[src/rtl/bias_seq_pkg.sv]
package bias_seq_pkg;

   typedef enum logic [2:0] {
      ST_IDLE     = 3'd0,
      ST_POS_RAMP = 3'd1,
      ST_CHECK    = 3'd2,
      ST_PULSE    = 3'd3,
      ST_POS_WAIT = 3'd4,
      ST_NEG_RAMP = 3'd5,
      ST_RUN      = 3'd6,
      ST_RESTART  = 3'd7
   } seq_state_t;

   typedef enum logic [1:0] {
      IPK_OFF  = 2'b00,
      IPK_LOW  = 2'b01,
      IPK_HIGH = 2'b10
   } ipk_level_t;

endpackage

[src/rtl/seq_cycle_timer.sv]
module seq_cycle_timer #(
   parameter int LIMIT = 16
) (
   input  logic clk,
   input  logic rst_n,
   input  logic run,
   output logic done
);
   localparam int CW = $clog2(LIMIT) + 1;
   localparam logic [CW-1:0] LAST = CW'(LIMIT - 1);

   if (LIMIT < 2) begin : g_bad_limit
      $error("seq_cycle_timer: LIMIT must be at least 2");
   end

   logic [CW-1:0] cnt_q;

   // Count while the owning state is active; clear otherwise, so every
   // entry starts from zero. Saturates at the last value.
   always_ff @(posedge clk or negedge rst_n) begin
      if (!rst_n) begin
         cnt_q <= '0;
      end else if (!run) begin
         cnt_q <= '0;
      end else if (cnt_q != LAST) begin
         cnt_q <= cnt_q + CW'(1);
      end
   end

   assign done = run && (cnt_q == LAST);

endmodule

[src/rtl/seq_neg_stage.sv]
module seq_neg_stage #(
   parameter bit PHASE_LATCH = 1'b1
) (
   input  logic clk,
   input  logic rst_n,
   input  logic active,
   input  logic phase_in,
   input  logic uvp_in,
   output logic phase_hi,
   output logic uvp_seen
);
   logic uvp_q;

   always_ff @(posedge clk or negedge rst_n) begin
      if (!rst_n)       uvp_q <= 1'b0;
      else if (!active) uvp_q <= 1'b0;
      else if (uvp_in)  uvp_q <= 1'b1;
   end

   assign uvp_seen = uvp_q | uvp_in;

   if (PHASE_LATCH) begin : g_latched
      logic ph_q;
      always_ff @(posedge clk or negedge rst_n) begin
         if (!rst_n)        ph_q <= 1'b0;
         else if (!active)  ph_q <= 1'b0;
         else if (phase_in) ph_q <= 1'b1;
      end
      assign phase_hi = ph_q;
   end else begin : g_live
      assign phase_hi = phase_in;
   end

endmodule

[src/rtl/bias_startup_seq.sv]
module bias_startup_seq
   import bias_seq_pkg::*;
#(
   parameter int SS_CYC      = 64,
   parameter int NEG_CYC     = 48,
   parameter int PG_CYC      = 32,
   parameter int RST_CYC     = 40,
   parameter bit PHASE_LATCH = 1'b1
) (
   input  logic       clk,
   input  logic       rst_n,
   input  logic       vin_ok,
   input  logic       en,
   input  logic       pos_uvlo_ok,
   input  logic       pos_reg,
   input  logic       chk_fail,
   input  logic       neg_phase_ok,
   input  logic       neg_uvp_ok,
   output logic       ramp_en,
   output logic       diag_pulse,
   output logic [1:0] ipk_sel,
   output logic       pgood,
   output logic       fault,
   output logic       shutdown
);

   if (SS_CYC < 4) begin : g_bad_ss
      $error("bias_startup_seq: SS_CYC must allow check and pulse cycles");
   end
   if (NEG_CYC < 2 || PG_CYC < 2 || RST_CYC < 2) begin : g_bad_tmr
      $error("bias_startup_seq: timer lengths must be at least 2");
   end

   seq_state_t st_q, st_d;
   logic       go;
   logic       in_pos, in_neg, in_rst;
   logic       ss_done, neg_to, pg_done, rst_done;
   logic       ph_hi, uvp_seen;
   logic       fault_q;

   assign go     = vin_ok & en;
   assign in_pos = (st_q == ST_POS_RAMP) || (st_q == ST_CHECK) ||
                   (st_q == ST_PULSE)    || (st_q == ST_POS_WAIT);
   assign in_neg = (st_q == ST_NEG_RAMP);
   assign in_rst = (st_q == ST_RESTART);

   seq_cycle_timer #(.LIMIT(SS_CYC)) i_ss_tmr (
      .clk(clk), .rst_n(rst_n), .run(in_pos), .done(ss_done));
   seq_cycle_timer #(.LIMIT(NEG_CYC)) i_neg_tmr (
      .clk(clk), .rst_n(rst_n), .run(in_neg), .done(neg_to));
   seq_cycle_timer #(.LIMIT(PG_CYC)) i_pg_tmr (
      .clk(clk), .rst_n(rst_n), .run(in_neg), .done(pg_done));
   seq_cycle_timer #(.LIMIT(RST_CYC)) i_rst_tmr (
      .clk(clk), .rst_n(rst_n), .run(in_rst), .done(rst_done));

   seq_neg_stage #(.PHASE_LATCH(PHASE_LATCH)) i_neg_stage (
      .clk(clk), .rst_n(rst_n), .active(in_neg),
      .phase_in(neg_phase_ok), .uvp_in(neg_uvp_ok),
      .phase_hi(ph_hi), .uvp_seen(uvp_seen));

   // Next state: losing enable or input supply overrides everything;
   // the positive timeout overrides progress within the positive ramp.
   always_comb begin
      st_d = st_q;
      if (!go) begin
         st_d = ST_IDLE;
      end else begin
         unique case (st_q)
            ST_IDLE:     st_d = ST_POS_RAMP;
            ST_POS_RAMP: if (ss_done)          st_d = ST_RESTART;
                         else if (pos_uvlo_ok) st_d = ST_CHECK;
            ST_CHECK:    if (ss_done || chk_fail) st_d = ST_RESTART;
                         else                     st_d = ST_PULSE;
            ST_PULSE:    if (ss_done) st_d = ST_RESTART;
                         else         st_d = ST_POS_WAIT;
            ST_POS_WAIT: if (ss_done)      st_d = ST_RESTART;
                         else if (pos_reg) st_d = ST_NEG_RAMP;
            ST_NEG_RAMP: if (pg_done && uvp_seen)    st_d = ST_RUN;
                         else if (neg_to && !uvp_seen) st_d = ST_RESTART;
            ST_RUN:      st_d = ST_RUN;
            ST_RESTART:  if (rst_done) st_d = ST_IDLE;
            default:     st_d = ST_IDLE;
         endcase
      end
   end

   always_ff @(posedge clk or negedge rst_n) begin
      if (!rst_n) st_q <= ST_IDLE;
      else        st_q <= st_d;
   end

   always_ff @(posedge clk or negedge rst_n) begin
      if (!rst_n) begin
         fault_q <= 1'b0;
      end else if (st_d == ST_RESTART && st_q != ST_RESTART) begin
         fault_q <= 1'b1;
      end else if (st_d == ST_POS_RAMP && st_q == ST_IDLE) begin
         fault_q <= 1'b0;
      end
   end

   always_comb begin
      ipk_sel = IPK_OFF;
      if (in_neg)             ipk_sel = ph_hi ? IPK_HIGH : IPK_LOW;
      else if (st_q == ST_RUN) ipk_sel = IPK_HIGH;
   end

   assign ramp_en    = in_pos || in_neg || (st_q == ST_RUN);
   assign diag_pulse = (st_q == ST_PULSE);
   assign pgood      = (st_q == ST_RUN);
   assign fault      = fault_q;
   assign shutdown   = in_rst;

endmodule

[config.mk]
export PLATFORM = sky130hd
export DESIGN_NAME = bias_startup_seq
export DESIGN_NICKNAME = d
export VERILOG_FILES = /design/src/rtl/bias_seq_pkg.sv /design/src/rtl/seq_cycle_timer.sv /design/src/rtl/seq_neg_stage.sv /design/src/rtl/bias_startup_seq.sv
export SDC_FILE = /design/constraint.sdc
export NUM_CORES = 1
export LEC_CHECK = 0
export BUFFER_PORTS_ARGS = -buffer_cell sky130_fd_sc_hd__clkbuf_2
export CORE_MARGIN = 5
export CORE_UTILIZATION = 58
export CTS_CLUSTER_DIAMETER = 60
export DETAILED_ROUTE_END_ITERATION = 8
export GPL_TIMING_DRIVEN = 1
export PLACE_DENSITY = 0.79
export SLEW_MARGIN = 5
export SYNTH_ARGS = -nofsm -noshare
export SYNTH_HDL_FRONTEND = slang
export SYNTH_SLANG_ARGS = --single-unit
export TNS_END_PERCENT = 30
[constraint.sdc]
create_clock -name clk -period 2.35 [get_ports clk]
set_clock_uncertainty 0.2 [all_clocks]
set_input_delay 0.3525 -clock clk [delete_from_list [all_inputs] [get_ports clk]]
set_output_delay 0.3525 -clock clk [all_outputs]
set_load 0.05 [all_outputs]
### After elaboration in Yosys (flattened, before gate mapping)

Index checks and enable logic that the tools add are counted.

| cells by class | value |
|---|---|
| bitwise gates (word level) | 2 |
| multiplexer cells | 28 |
| reduce and logical (&&, ||, !) cells | 17 |
| equal/unequal tests | 24 |
| $add $sub $neg | 4 |

Operators by type and width:

| kind | number |
|---|---|
| 7-bit 2-to-1 mux | 6 |
| 3-bit 2-to-1 mux | 9 |
| 3-bit case mux with 8 select lines | 1 |
| 7-bit by 1-bit adder with 7-bit output, second input constant | 3 |
| 7-bit by 6-bit == test with 1-bit output, second input constant | 3 |
| 7-bit by 6-bit inequality test with 1-bit output, second input constant | 3 |
| 3-bit == test, second input constant | 5 |
| 6-bit 2-to-1 mux | 2 |
| 2-bit inequality test, second input constant | 6 |
| 1-bit logical AND | 8 |
| 2-bit 2-to-1 mux | 4 |
| 6-bit by 1-bit adder with 6-bit output, second input constant | 1 |
| 3-bit by 1-bit == test with 1-bit output, second input constant | 2 |
| 3-bit by 2-bit == test with 1-bit output, second input constant | 2 |
| 6-bit by 5-bit == test with 1-bit output, second input constant | 1 |
| 1-bit logical OR | 6 |
| 1-bit 2-to-1 mux | 6 |
| 6-bit by 5-bit inequality test with 1-bit output, second input constant | 1 |
| 3-bit logical NOT | 1 |
| 3-bit inequality test, second input constant | 1 |
| 2-bit nonzero test | 1 |
| 1-bit AND | 1 |
| 1-bit logical NOT | 1 |
| 1-bit OR | 1 |

| storage, ports and cells | value |
|---|---|
| register bits after elaboration | 33 |
| output and inout port bits | 7 |

### Depth between registers and ports, before layout

Gate-level depths: netlist of run 1.

| depth | value |
|---|---|
| depth in word-level cells | 13 |
| mapped depth | 7 |
| depth with buffers taken out | 6 |

### Hierarchy

A second synthesis of run 1 with hierarchy kept.

| unflattened totals | value |
|---|---|
| cells, all modules | 188 |
| area, all modules | 1825.5 sq um |

Modules (own cells, without submodules):

| module | area an instance (sq um) | instances | cells each |
|---|---|---|---|
| seq_cycle_timer (i_neg_tmr) | 370.4 | 1 | 36 |
| seq_cycle_timer (i_rst_tmr) | 364.1 | 1 | 33 |
| bias_startup_seq | 359.1 | 1 | 47 |
| seq_cycle_timer (i_ss_tmr) | 356.6 | 1 | 36 |
| seq_cycle_timer (i_pg_tmr) | 304.0 | 1 | 31 |
| seq_neg_stage | 71.3 | 1 | 5 |

### Worst setup path after synthesis of run 1

Ideal clock, no wire load.

| timing path | value |
|---|---|
| path kind | reg2out |
| start point | register st_q[0] |
| end point | output ramp_en |
| path slack | -27 ps |
| data arrival time | 1824 ps |
| buffers on the path | 0 |
| stages on the path, launching flop included | 5 |
| cells stage by stage | dfrtp_1 > and2_1 > nand2_1 > inv_1 > nor2b_1 |

| on the way | value |
|---|---|
| cells in the longest elaborated chain, start to end | 6 |
| elaborated cells on any way between the ends | 11 |

Ends and longest elaborated chain:

| item | line | RTL |
|---|---|---|
| from (decl) | bias_startup_seq.sv:34 | `seq_state_t st_q, st_d;` |
| from (signal assigned) | bias_startup_seq.sv:89 | `else st_q <= st_d;` |
| 3-bit by 1-bit == test with 1-bit output or 3-bit by 2-bit == test with 1-bit output (tied branches) | bias_startup_seq.sv:42 | `assign in_pos = (st_q == ST_POS_RAMP) \|\| (st_q == ST_CHECK) \|\|` |
| 1-bit logical OR (2 in a row) | bias_startup_seq.sv:42 |  |
| 1-bit logical OR | bias_startup_seq.sv:43 | `(st_q == ST_PULSE) \|\| (st_q == ST_POS_WAIT);` |
| 1-bit logical OR | bias_startup_seq.sv:108 | `assign ramp_en = in_pos \|\| in_neg \|\| (st_q == ST_RUN);` |
| 1-bit logical OR (*) | bias_startup_seq.sv:108 |  |
| to (decl) | bias_startup_seq.sv:19 | `output logic ramp_en,` |

Mark *: on every way between the ends. The rest lies on a longest branch, timed or not.

### Worst setup path in the final report of run 1

| timing path | value |
|---|---|
| start point | register st_q[0] |
| end point | output ipk_sel[1] |

| on the way | value |
|---|---|
| cells in the longest elaborated chain, start to end | 3 |
| elaborated cells on any way between the ends | 4 |

Ends and longest elaborated chain:

| item | line | RTL |
|---|---|---|
| 3-bit == test | bias_startup_seq.sv:105 | `else if (st_q == ST_RUN) ipk_sel = IPK_HIGH;` |
| 2-bit 2-to-1 mux | bias_startup_seq.sv:105 |  |
| 2-bit 2-to-1 mux (*) | bias_startup_seq.sv:104 | `if (in_neg) ipk_sel = ph_hi ? IPK_HIGH : IPK_LOW;` |
| to (decl) | bias_startup_seq.sv:21 | `output logic [1:0] ipk_sel,` |

Marks and branches as above.

==> key figures, run 1 <==
Run status
  – Status: finished, final reports clean

Layout
  – Ant diodes: 0
  – Nets: 214
  – Multi-input logic area: 847.1 um^2
  – Design area: 1926 um^2
  – Layout area overhead: 12.83%
  – Storage cell area: 829.5 um^2
  – Layout cells sized above 1: 0.1832
  – Fillers: 208

Critical path
  – CP max FO: 9
  – Crit end category: primary output
  – CP Class: flip-flop to primary output
  – Crit path DAT: 1.69 ns
  – Startpoint class of the critical path: flip-flop
  – Data required time of the critical path: 1.80 ns

Place
  – Place WS: 0.3024 ns
  – Routability cong.: 0.8475
  – Final HPWL DP: 2527 um
  – DP Area: 1814 um^2
  – Input/output buffers: 15

Routing
  – Residual DRC: 0
  – Vias post-DR: 1389
  – Total wire length: 3481 um
  – Starting DRT DRC Count: 96
  – Mean routed wirelength per cell: 14.94 um
  – TritonRoute pass-1 iters: 4
  – Via-to-Cell Ratio: 5.961
  – Post-DRT Antenna Nets: 0

Clock tree
  – TritonCTS buffer count: 5
  – CTS tree: done
  – Clk sink count: 33
  – Clk_lat worst skew: 0.32 ns
  – Clock root buffer: clkbuf_4
  – Clk pin slew, worst setup/hold paths: 0.10 ns
  – H-tree levels: 2
  – Longest Clk Path Bufs: 2

Power and ir drop
  – Seq pwr share: 0.584
  – Max rail drop VDD: 0.0004384 V
  – Sw power: 222.4 uW
  – Clock Power Share: 0.367
  – Gate power share: 0.049
  – Cell-internal power: 760.6 uW
  – Net Sw Frac: 0.2263
  – Leakage dissipation: 0.9060 nW
  – Power Density: 510.5 nW/um^2

Synth
  – Synth Cell Area: 1707 um^2
  – Ys flop type: dfrtp_1
  – Seq/Total Area, Yosys: 0.4839
  – Distinct cell type count after synthesis: 38
  – Instance count of the mapped netlist: 177
  – Mean Syn Cell Area: 9.642 um^2
  – Area contributors post-synth: dfrtp_1, nor2_1, xor2_1
  – Yosys warns: 0
  – Largest area contributor in the netlist: dfrtp_1
  – EDFF count, synth: 0
  – Post-synth top area share: 0.4839
  – Async S/R FF share, synth: 1.000
  – Post-Syn Nets: 190
  – Register bit total from synthesis: 33

STA
  – Post-layout min period: 2.243 ns
  – Final worst setup slack: 0.1070 ns
  – Measured slew at the worst slew-check pin: 0.8209 ns
  – Final hold viol count: 0
  – Final slew viol count: 0
  – Relative slew slack: 0.4527
  – Fmax: 445.8 MHz
  – Final setup fails: 0
  – Period utilisation layout: 0.9544

Worst hold path
  – Min-Delay Path Class: primary input to flip-flop

Floorplan
  – Initial Utilization: 0.6136
  – Die area: 4127 um^2
  – Die height: 64.25 um
  – # IOs: 16
  – CORE AREA: 2781 um^2
  – Row count: 19
  – Die X-Extent: 64.25 um

Global routing
  – Largest net degree at the start of global routing: 34
  – Global route overflow: 0
  – Initial antenna violation count: 0
  – First-pass GRT wire length: 6244 um
  – Vias in the first global route: 1410
  – GRT Resource Usage Total: 0.1887

Flow run
  – Maxcap violations: 0
==> cells by family after synthesis <==
kind of cell / count (synthesis) / share of synthesized area
flip-flops: 33 / 0.4839
AND/OR/NAND/NOR: 80 / 0.2346
adder cells (fa/ha/maj): 4 / 0.02933
multiplexers: 4 / 0.02419
buffers and inverters: 8 / 0.02272
AO/OA/AOI/OAI: 36 / 0.1437
XOR/XNOR: 12 / 0.06158
==> flip-flops by register name, summed over array words and instances, names as in the netlist <==
name,flops
i_neg_tmr.cnt_q,7
i_rst_tmr.cnt_q,7
i_ss_tmr.cnt_q,7
i_pg_tmr.cnt_q,6
st_q,3
fault,1
i_neg_stage.phase_hi,1
i_neg_stage.uvp_q,1
==> layout by cell type (no fill, tap or decap), types with 3 or more instances in the layout <==
cell      instances
dfrtp_1          30
nor2_1           25
nand2_1          12
clkbuf_2         12
a21oi_1          11
o21ai_0          10
nand3_1           9
xor2_1            8
clkbuf_4          6
and3_1            5
nor3_1            5
a31oi_1           5
buf_4             5
inv_1             4
nand2b_1          4
or3_1             4
xnor2_1           4
ha_1              4
and2_1            3
nor2b_1           3
mux2i_1           3
dfrtp_2           3
==> final timing paths <==
path / endpoint / slack (ns) / cells past startpoint / start
max: ipk_sel[1] / 0.11 / 4 / st_q[0]
min: i_neg_stage.phase_hi / 0.04 / 3 / neg_phase_ok
max reg2reg: fault / 0.25 / 6 / i_ss_tmr.cnt_q[0]
min reg2reg: i_ss_tmr.cnt_q[6] / 0.30 / 1 / i_ss_tmr.cnt_q[5]
max in group asynchronous: st_q[0] / 0.93 / 2 / rst_n
min in group asynchronous: i_rst_tmr.cnt_q[4] / 0.45 / 2 / rst_n
==> power groups by stage <==
| stage | clock network [mW] | registers [mW] | logic (mW) |
|---|---|---|---|
| final | 0.360 | 0.574 | 0.0482 |
| after detailed placement | 0 | 0.585 | 0.0467 |
| after global routing | 0.411 | 0.576 | 0.0551 |
| after global placement | 0 | 0.585 | 0.0458 |
| after CTS | 0.370 | 0.574 | 0.0490 |
| after floorplan | 0 | 0.584 | 0.0238 |
==> worst max-delay path, stage by stage (launching register included) <==
cell and delay [ns]:
dfrtp_2 0.45, and2_1 0.26, nor2b_1 0.25, a21o_1 0.15, buf_2 0.25
==> metrics by stage <==
stage | setup TNS, ns | std cells | utilization | total power, mW | hold slack [ns]
2_1_floorplan | 0 | 177 | - | 0.6080 | -0.1431
3_3_place_gp | 0 | 221 | 0.6523 | 0.6307 | 0.2758
3_5_place_dp | 0 | 221 | 0.6523 | 0.6321 | 0.2766
4_1_cts | 0 | 230 | 0.6824 | 0.9937 | 0.03596
5_1_grt | -0.00005673 | 233 | 0.6923 | 1.042 | 0.03782
6_report | 0 | 233 | 0.6923 | 0.9831 | 0.04481
==> layout make-up <==
type,instances,share of cell area
Tap cell,31,0.02014
Clock inverter,1,0.002599
Sequential cell,33,0.4308
Timing Repair Buffer,21,0.06498
Clock buffer,7,0.03379
Inverter,4,0.007797
Multi-Input combinational cell,136,0.4399
==> per-layer routing <==
metal | vias up | part of all wire | global-route usage
li1 | 673 | - | -
met1 | 664 | 0.43 | 0.2408
met2 | 44 | 0.49 | 0.2861
met3 | 8 | 0.063 | 0.06480
met4 | 0 | 0.022 | 0.08906
met5 | - | 0 | 0
==> cells in the mapped netlist (5+ instances only) <==
library cell	count
nand2_1	13
nor2_1	25
o21ai_0	10
and3_1	5
nand3_1	9
nor3_1	5
a31oi_1	5
dfrtp_1	33
a21oi_1	11
xor2_1	8
==> what timing repair did <==
action | in CTS | in global routing
endpoints found under the setup margin | 3 | 3
gates resized for setup | 2 | 5
buffers inserted | 0 | 3
endpoints found under the hold margin | 33 | 0
cloned | 0 | 0
hold buffers | 1 | 0
No activity file was read; power rests on OpenSTA's default activity.
==> run 2: changes to the inputs <==
PLACE_DENSITY = 0.77   (was 0.79)
==> key figures, run 2 (synthesis results as in run 1) <==
Critical path
  – CP max FO: 12
  – Data required time of the critical path: 1.80 ns
  – Stages on worst setup path: 3
  – Critical path, cell by cell: or3_1 -> nor2b_2 -> clkbuf_4
  – Highest-delay cell along the critical path: dfrtp_1
  – Critical path's top delay family: simple AND/OR/NAND/NOR gates
  – Register-to-Register Setup Slack: 0.32 ns
  – CP bufs+invs: 1
  – Crit end category: primary output
  – Reg-to-reg endpoint: i_neg_tmr.cnt_q[1]
  – CP Launch Point: st_q[1]
  – Worst r2r src: i_neg_tmr.cnt_q[0]
  – Worst reg2reg path depth: 5
  – Slowest cell delay on critical path: 0.52 ns
  – Crit path DAT: 1.69 ns
  – End of the critical path: ramp_en
  – CP Class: flip-flop to primary output
  – Startpoint class of the critical path: flip-flop

Place
  – Place WS: 0.3270 ns
  – Input/output buffers: 15
  – Final HPWL DP: 2287 um
  – Routability cong.: 0.8756
  – Cell count after placement: 221

Floorplan
  – Die height: 64.25 um
  – Row count: 19
  – # IOs: 16
  – Die area: 4127 um^2
  – Initial Utilization: 0.6136
  – CORE AREA: 2781 um^2
  – Die X-Extent: 64.25 um

Layout
  – Most frequent cells in the layout: dfrtp_1, nor2_1, clkbuf_2
  – Largest registers: i_neg_tmr.cnt_q (7), i_rst_tmr.cnt_q (7), i_ss_tmr.cnt_q (7)
  – Commonest non-fill, non-tap cell in the layout: dfrtp_1
  – Layout cells sized above 1: 0.1650
  – Layout area overhead: 11.58%
  – Nets: 213
  – Ant diodes: 0
  – Finished Layout Cells: 231

Routing
  – Via-to-Cell Ratio: 5.766
  – Total wire length: 3176 um
  – Vias post-DR: 1332
  – Residual DRC: 0
  – Post-DRT Antenna Nets: 0
  – Starting DRT DRC Count: 61
  – TritonRoute pass-1 iters: 4
  – Highest Signal Layer: met4
  – Mean routed wirelength per cell: 13.75 um
  – Met3 WL post-DR: 166 um
  – Wl on met1: 1444 um
  – Met2 Routed Length: 1509 um

Clock tree
  – Clock root buffer: clkbuf_4
  – Clk sink count: 33
  – TritonCTS buffer count: 5
  – H-tree levels: 2
  – Clk pin slew, worst setup/hold paths: 0.09 ns
  – Longest Clk Path Bufs: 2
  – CTS tree: done
  – Clk_lat worst skew: 0.33 ns

Run status
  – Status: finished, final reports clean

Power and ir drop
  – Max rail drop VDD: 0.0004612 V
  – Leakage dissipation: 0.8906 nW
  – Power Density: 492.4 nW/um^2
  – Total power: 937.7 uW

Flow run
  – Maxcap violations: 0

Global routing
  – Largest net degree at the start of global routing: 34
  – GRT Resource Usage Total: 0.1698
  – Initial antenna violation count: 0
  – Global route overflow: 0
  – Vias in the first global route: 1213
  – First-pass GRT wire length: 5492 um

Worst hold path
  – Min-Delay Path Class: primary input to flip-flop

STA
  – Fmax: 445.4 MHz
  – Hold Slack: 0.04060 ns
  – Post-layout min period: 2.245 ns
  – Final hold viol count: 0
  – Final slew viol count: 0
  – Period utilisation layout: 0.9554
  – Final setup fails: 0
  – Total Neg Setup Slack: 0 ns
  – Relative slew slack: 0.4829
  – Final worst setup slack: 0.1049 ns
  – RSZ-0062 raised after global routing: no
  – Measured slew at the worst slew-check pin: 0.7757 ns
-- run 2: cell count changes in the layout (fill, tap and decap cells not counted), sizes merged --
cell / before / now
clkbuf: 20 / 22
clkinv: 1 / 0
buf: 7 / 4
-- run 2: layout make-up --
| cell class | instances | area [um^2] |
|---|---|---|
| clock buffers | 7 | 55.05 |
| flip-flops and latches | 33 | 828.3 |
| fillers | 222 | 877.1 |
| multi-input cells | 136 | 847.1 |
| repair buffers | 20 | 120.1 |
| well taps | 31 | 38.79 |
| inverters | 4 | 15.01 |
-- run 2: worst reg2reg max path: cells and delay by family (launching register included) --
family        cells  cell delay (ns)
flops             1             0.40
simple gates      3             0.78
mux               1             0.34
fa+ha+maj         1             0.22
-- run 2: where the power goes --
group | total (mW) | internal [mW] | switching, mW
clock | 0.316 | 0.141 | 0.175
combinational | 0.0476 | 0.0167 | 0.0309
sequential | 0.574 | 0.570 | 0.00399
-- run 2: timing repair --
action / CTS / global route
setup buffers: 0 / 2
cloned: 0 / 0
endpoints found under the hold margin: 33 / 0
setup endpoints to repair: 2 / 3
hold buffers: 1 / 0
gates resized for setup: 2 / 4
-- run 2: how the worst min path moves through the flow --
stage,depth (start not counted),slack [ns],from,endpoint
floorplan,0,-0.14,rst_n,fault
global placement,1,0.27,rst_n,i_rst_tmr.cnt_q[4]
detailed placement,1,0.27,rst_n,i_rst_tmr.cnt_q[6]
CTS,3,0.03,neg_phase_ok,i_neg_stage.phase_hi
global route,3,0.05,neg_phase_ok,i_neg_stage.phase_hi
finish,3,0.04,neg_phase_ok,i_neg_stage.phase_hi
-- run 2: stage by stage --
stage | utilization | cell area, um^2
CTS | 0.6770 | 1883
floorplan | - | 1709
finish | 0.6847 | 1904
global placement | 0.6523 | 1814
global route | 0.6847 | 1904
detailed placement | 0.6523 | 1814
-- run 2: per-layer routing --
metal / up-vias / GRT usage
li1: 670 / -
met3: 6 / 0.04904
met1: 627 / 0.2277
met5: - / 0
met4: 0 / 0.07379
met2: 29 / 0.2550
==> run 3: changes to the inputs <==
ABC_AREA = 1   (was unset)
CORE_UTILIZATION = 35   (was 58)
PLACE_DENSITY = 0.5   (was 0.77)
==> key figures, run 3 <==
Layout
  – Fillers: 544
  – Largest registers: i_neg_tmr.cnt_q (7), i_rst_tmr.cnt_q (7), i_ss_tmr.cnt_q (7)
  – Layout cells sized above 1: 0.2023
  – Most frequent cells in the layout: nand2_1, inv_1, dfrtp_1
  – Multi-input logic area: 898.4 um^2
  – Layout area overhead: 13.71%
  – Storage cell area: 825.8 um^2
  – Ant diodes: 0
  – Commonest non-fill, non-tap cell in the layout: nand2_1
  – Nets: 269
  – Design area: 2148 um^2

STA
  – Period utilisation layout: 0.9363
  – Final slew viol count: 0
  – RSZ-0062 raised after global routing: no
  – Total Neg Setup Slack: 0 ns
  – Final setup fails: 0
  – Measured slew at the worst slew-check pin: 0.4407 ns
  – Final hold viol count: 0
  – Post-layout min period: 2.200 ns
  – Relative slew slack: 0.7062
  – Fmax: 454.5 MHz

Synth
  – Post-synthesis xor/xnor area fraction: 0.01854
  – Synth Cell Area: 1889 um^2
  – Instance count of the mapped netlist: 234
  – Synth Area in Simple Gates: 0.3199
  – Async S/R FF share, synth: 1.000
  – Largest family of logic cells by synthesized area: simple AND/OR/NAND/NOR gates
  – Area contributors post-synth: dfrtp_1, nand2_1, inv_1
  – Count leader, synth: nand2_1
  – Post-synth top cells: nand2_1, dfrtp_1, inv_1
  – Yosys warns: 0
  – Largest area contributor in the netlist: dfrtp_1
  – Mean Syn Cell Area: 8.074 um^2
  – Seq/Total Area, Yosys: 0.4371
  – Complex-gate fraction of the synthesized area: 0.1106
  – Post-Syn Nets: 247
  – Post-synth top area share: 0.4371
  – Distinct cell type count after synthesis: 33
  – Post-synthesis adder-cell area fraction: 0.02649
  – Multiplexer share of the synthesized area: 0
  – Register bit total from synthesis: 33
  – Ys flop type: dfrtp_1
  – EDFF count, synth: 0

Global routing
  – Met3 Use GR: 0.02863
  – Met2 Track Usage GR: 0.1851
  – Gr busiest metal: met2
  – GR Layer Usage met1: 0.1535
  – First-pass GRT wire length: 6686 um
  – GRT Resource Usage Total: 0.1181
  – Largest net degree at the start of global routing: 34
  – Vias in the first global route: 1516
  – Global route overflow: 0
  – Initial antenna violation count: 0

Run status
  – Status: finished, final reports clean

Floorplan
  – Die X-Extent: 83.47 um
  – CORE AREA: 5172 um^2
  – Row count: 26
  – Die area: 6967 um^2
  – Initial Utilization: 0.3653
  – # IOs: 16
  – Die height: 83.47 um

Critical path
  – Crit end category: primary output
  – CP max FO: 11
  – Startpoint class of the critical path: flip-flop
  – Crit path DAT: 1.65 ns
  – Data required time of the critical path: 1.80 ns
  – CP Class: flip-flop to primary output

Power and ir drop
  – Max rail drop VDD: 0.0002532 V
  – Leakage dissipation: 1.050 nW
  – Power Density: 517.8 nW/um^2
  – Net Sw Frac: 0.2290
  – Seq pwr share: 0.520
  – Cell-internal power: 857.6 uW
  – Gate power share: 0.059
  – Clock Power Share: 0.422
  – Sw power: 254.7 uW

Routing
  – Vias post-DR: 1514
  – Total wire length: 3706 um
  – Via-to-Cell Ratio: 4.630
  – Starting DRT DRC Count: 50
  – Residual DRC: 0
  – TritonRoute pass-1 iters: 4
  – Post-DRT Antenna Nets: 0
  – Mean routed wirelength per cell: 11.33 um

Place
  – Final HPWL DP: 2840 um
  – Input/output buffers: 15
  – Routability cong.: 0.7614
  – DP Area: 2037 um^2

Worst hold path
  – Min-Delay Path Class: primary input to flip-flop

Clock tree
  – Clk_lat worst skew: 0.28 ns
  – Longest Clk Path Bufs: 2
  – Resized cells post-CTS: 0
  – TritonCTS buffer count: 5
  – Clock root buffer: clkbuf_8
  – Clk sink count: 33
  – Setup Fix Bufs, Post-CTS: 0
  – Clk pin slew, worst setup/hold paths: 0.07 ns
  – H-tree levels: 2
  – CTS Hold Buffers Added: 1
  – CTS tree: done

Flow run
  – Maxcap violations: 0
## run 3: power groups by stage
| stage | clock network (mW) | registers, mW | logic [mW] |
|---|---|---|---|
| floorplan | 0 | 0.586 | 0.0417 |
| global placement | 0 | 0.589 | 0.0663 |
| detailed placement | 0 | 0.589 | 0.0657 |
| CTS | 0.490 | 0.578 | 0.0670 |
| global route | 0.514 | 0.578 | 0.0758 |
| finish | 0.469 | 0.578 | 0.0652 |
## run 3: cells by family (layout without fill, tap and decap cells)
group / after synthesis / count (layout)
DFF: 33 / 33
and+or+nand+nor: 116 / 116
adders and majority gates: 4 / 4
xor gates and xnor gates: 4 / 4
buffers and inverters: 40 / 63
AOI/OAI and AO/OA: 37 / 37
## run 3: worst paths after layout
check	startpoint	endpoint	slack, ns	cells after the start
setup / recovery	st_q[0]	ipk_sel[1]	0.15	4
hold / removal	neg_phase_ok	i_neg_stage.phase_hi	0.07	2
setup reg to reg	i_rst_tmr.cnt_q[0]	fault	0.53	10
hold reg to reg	i_neg_tmr.cnt_q[2]	i_neg_tmr.cnt_q[2]	0.30	1
max in group asynchronous	rst_n	i_neg_stage.uvp_q	1.19	3
min in group asynchronous	rst_n	i_neg_tmr.cnt_q[4]	0.44	3
## run 3: through the flow
stage	hold WS [ns]	total power, mW	setup WS [ns]	cells	util
finish	0.06905	1.112	0.1497	327	0.4153
global route	0.08074	1.168	0.02817	327	0.4153
CTS	0.06265	1.135	0.1236	327	0.4153
detailed placement	0.2173	0.6543	0.4462	318	0.3938
global placement	0.2169	0.6548	0.4858	318	0.3938
floorplan	-0.1431	0.6277	0.1384	234	-
## run 3: layout make-up
cell class                 instances  share of cell area
multi-input combinational        161              0.4182
sequential                        33              0.3844
inverter                          38             0.06639
clock buffer                       7             0.04485
timing repair buffer              17             0.04310
tap                               70             0.04077
clock inverter                     1            0.002330
## run 3: critical path: stages, from the launching register on
cell and delay [ns]:
dfrtp_1 0.55, nand3_4 0.22, inv_2 0.20, a21o_1 0.13, clkbuf_2 0.26
## run 3: per-layer routing
metal  vias up  share of wire  wire [um]
met3        10          0.025         91
met2        20           0.45       1664
li1        793              -          -
met4         0          0.023         85
met5         -              0          0
met1       691           0.50       1864
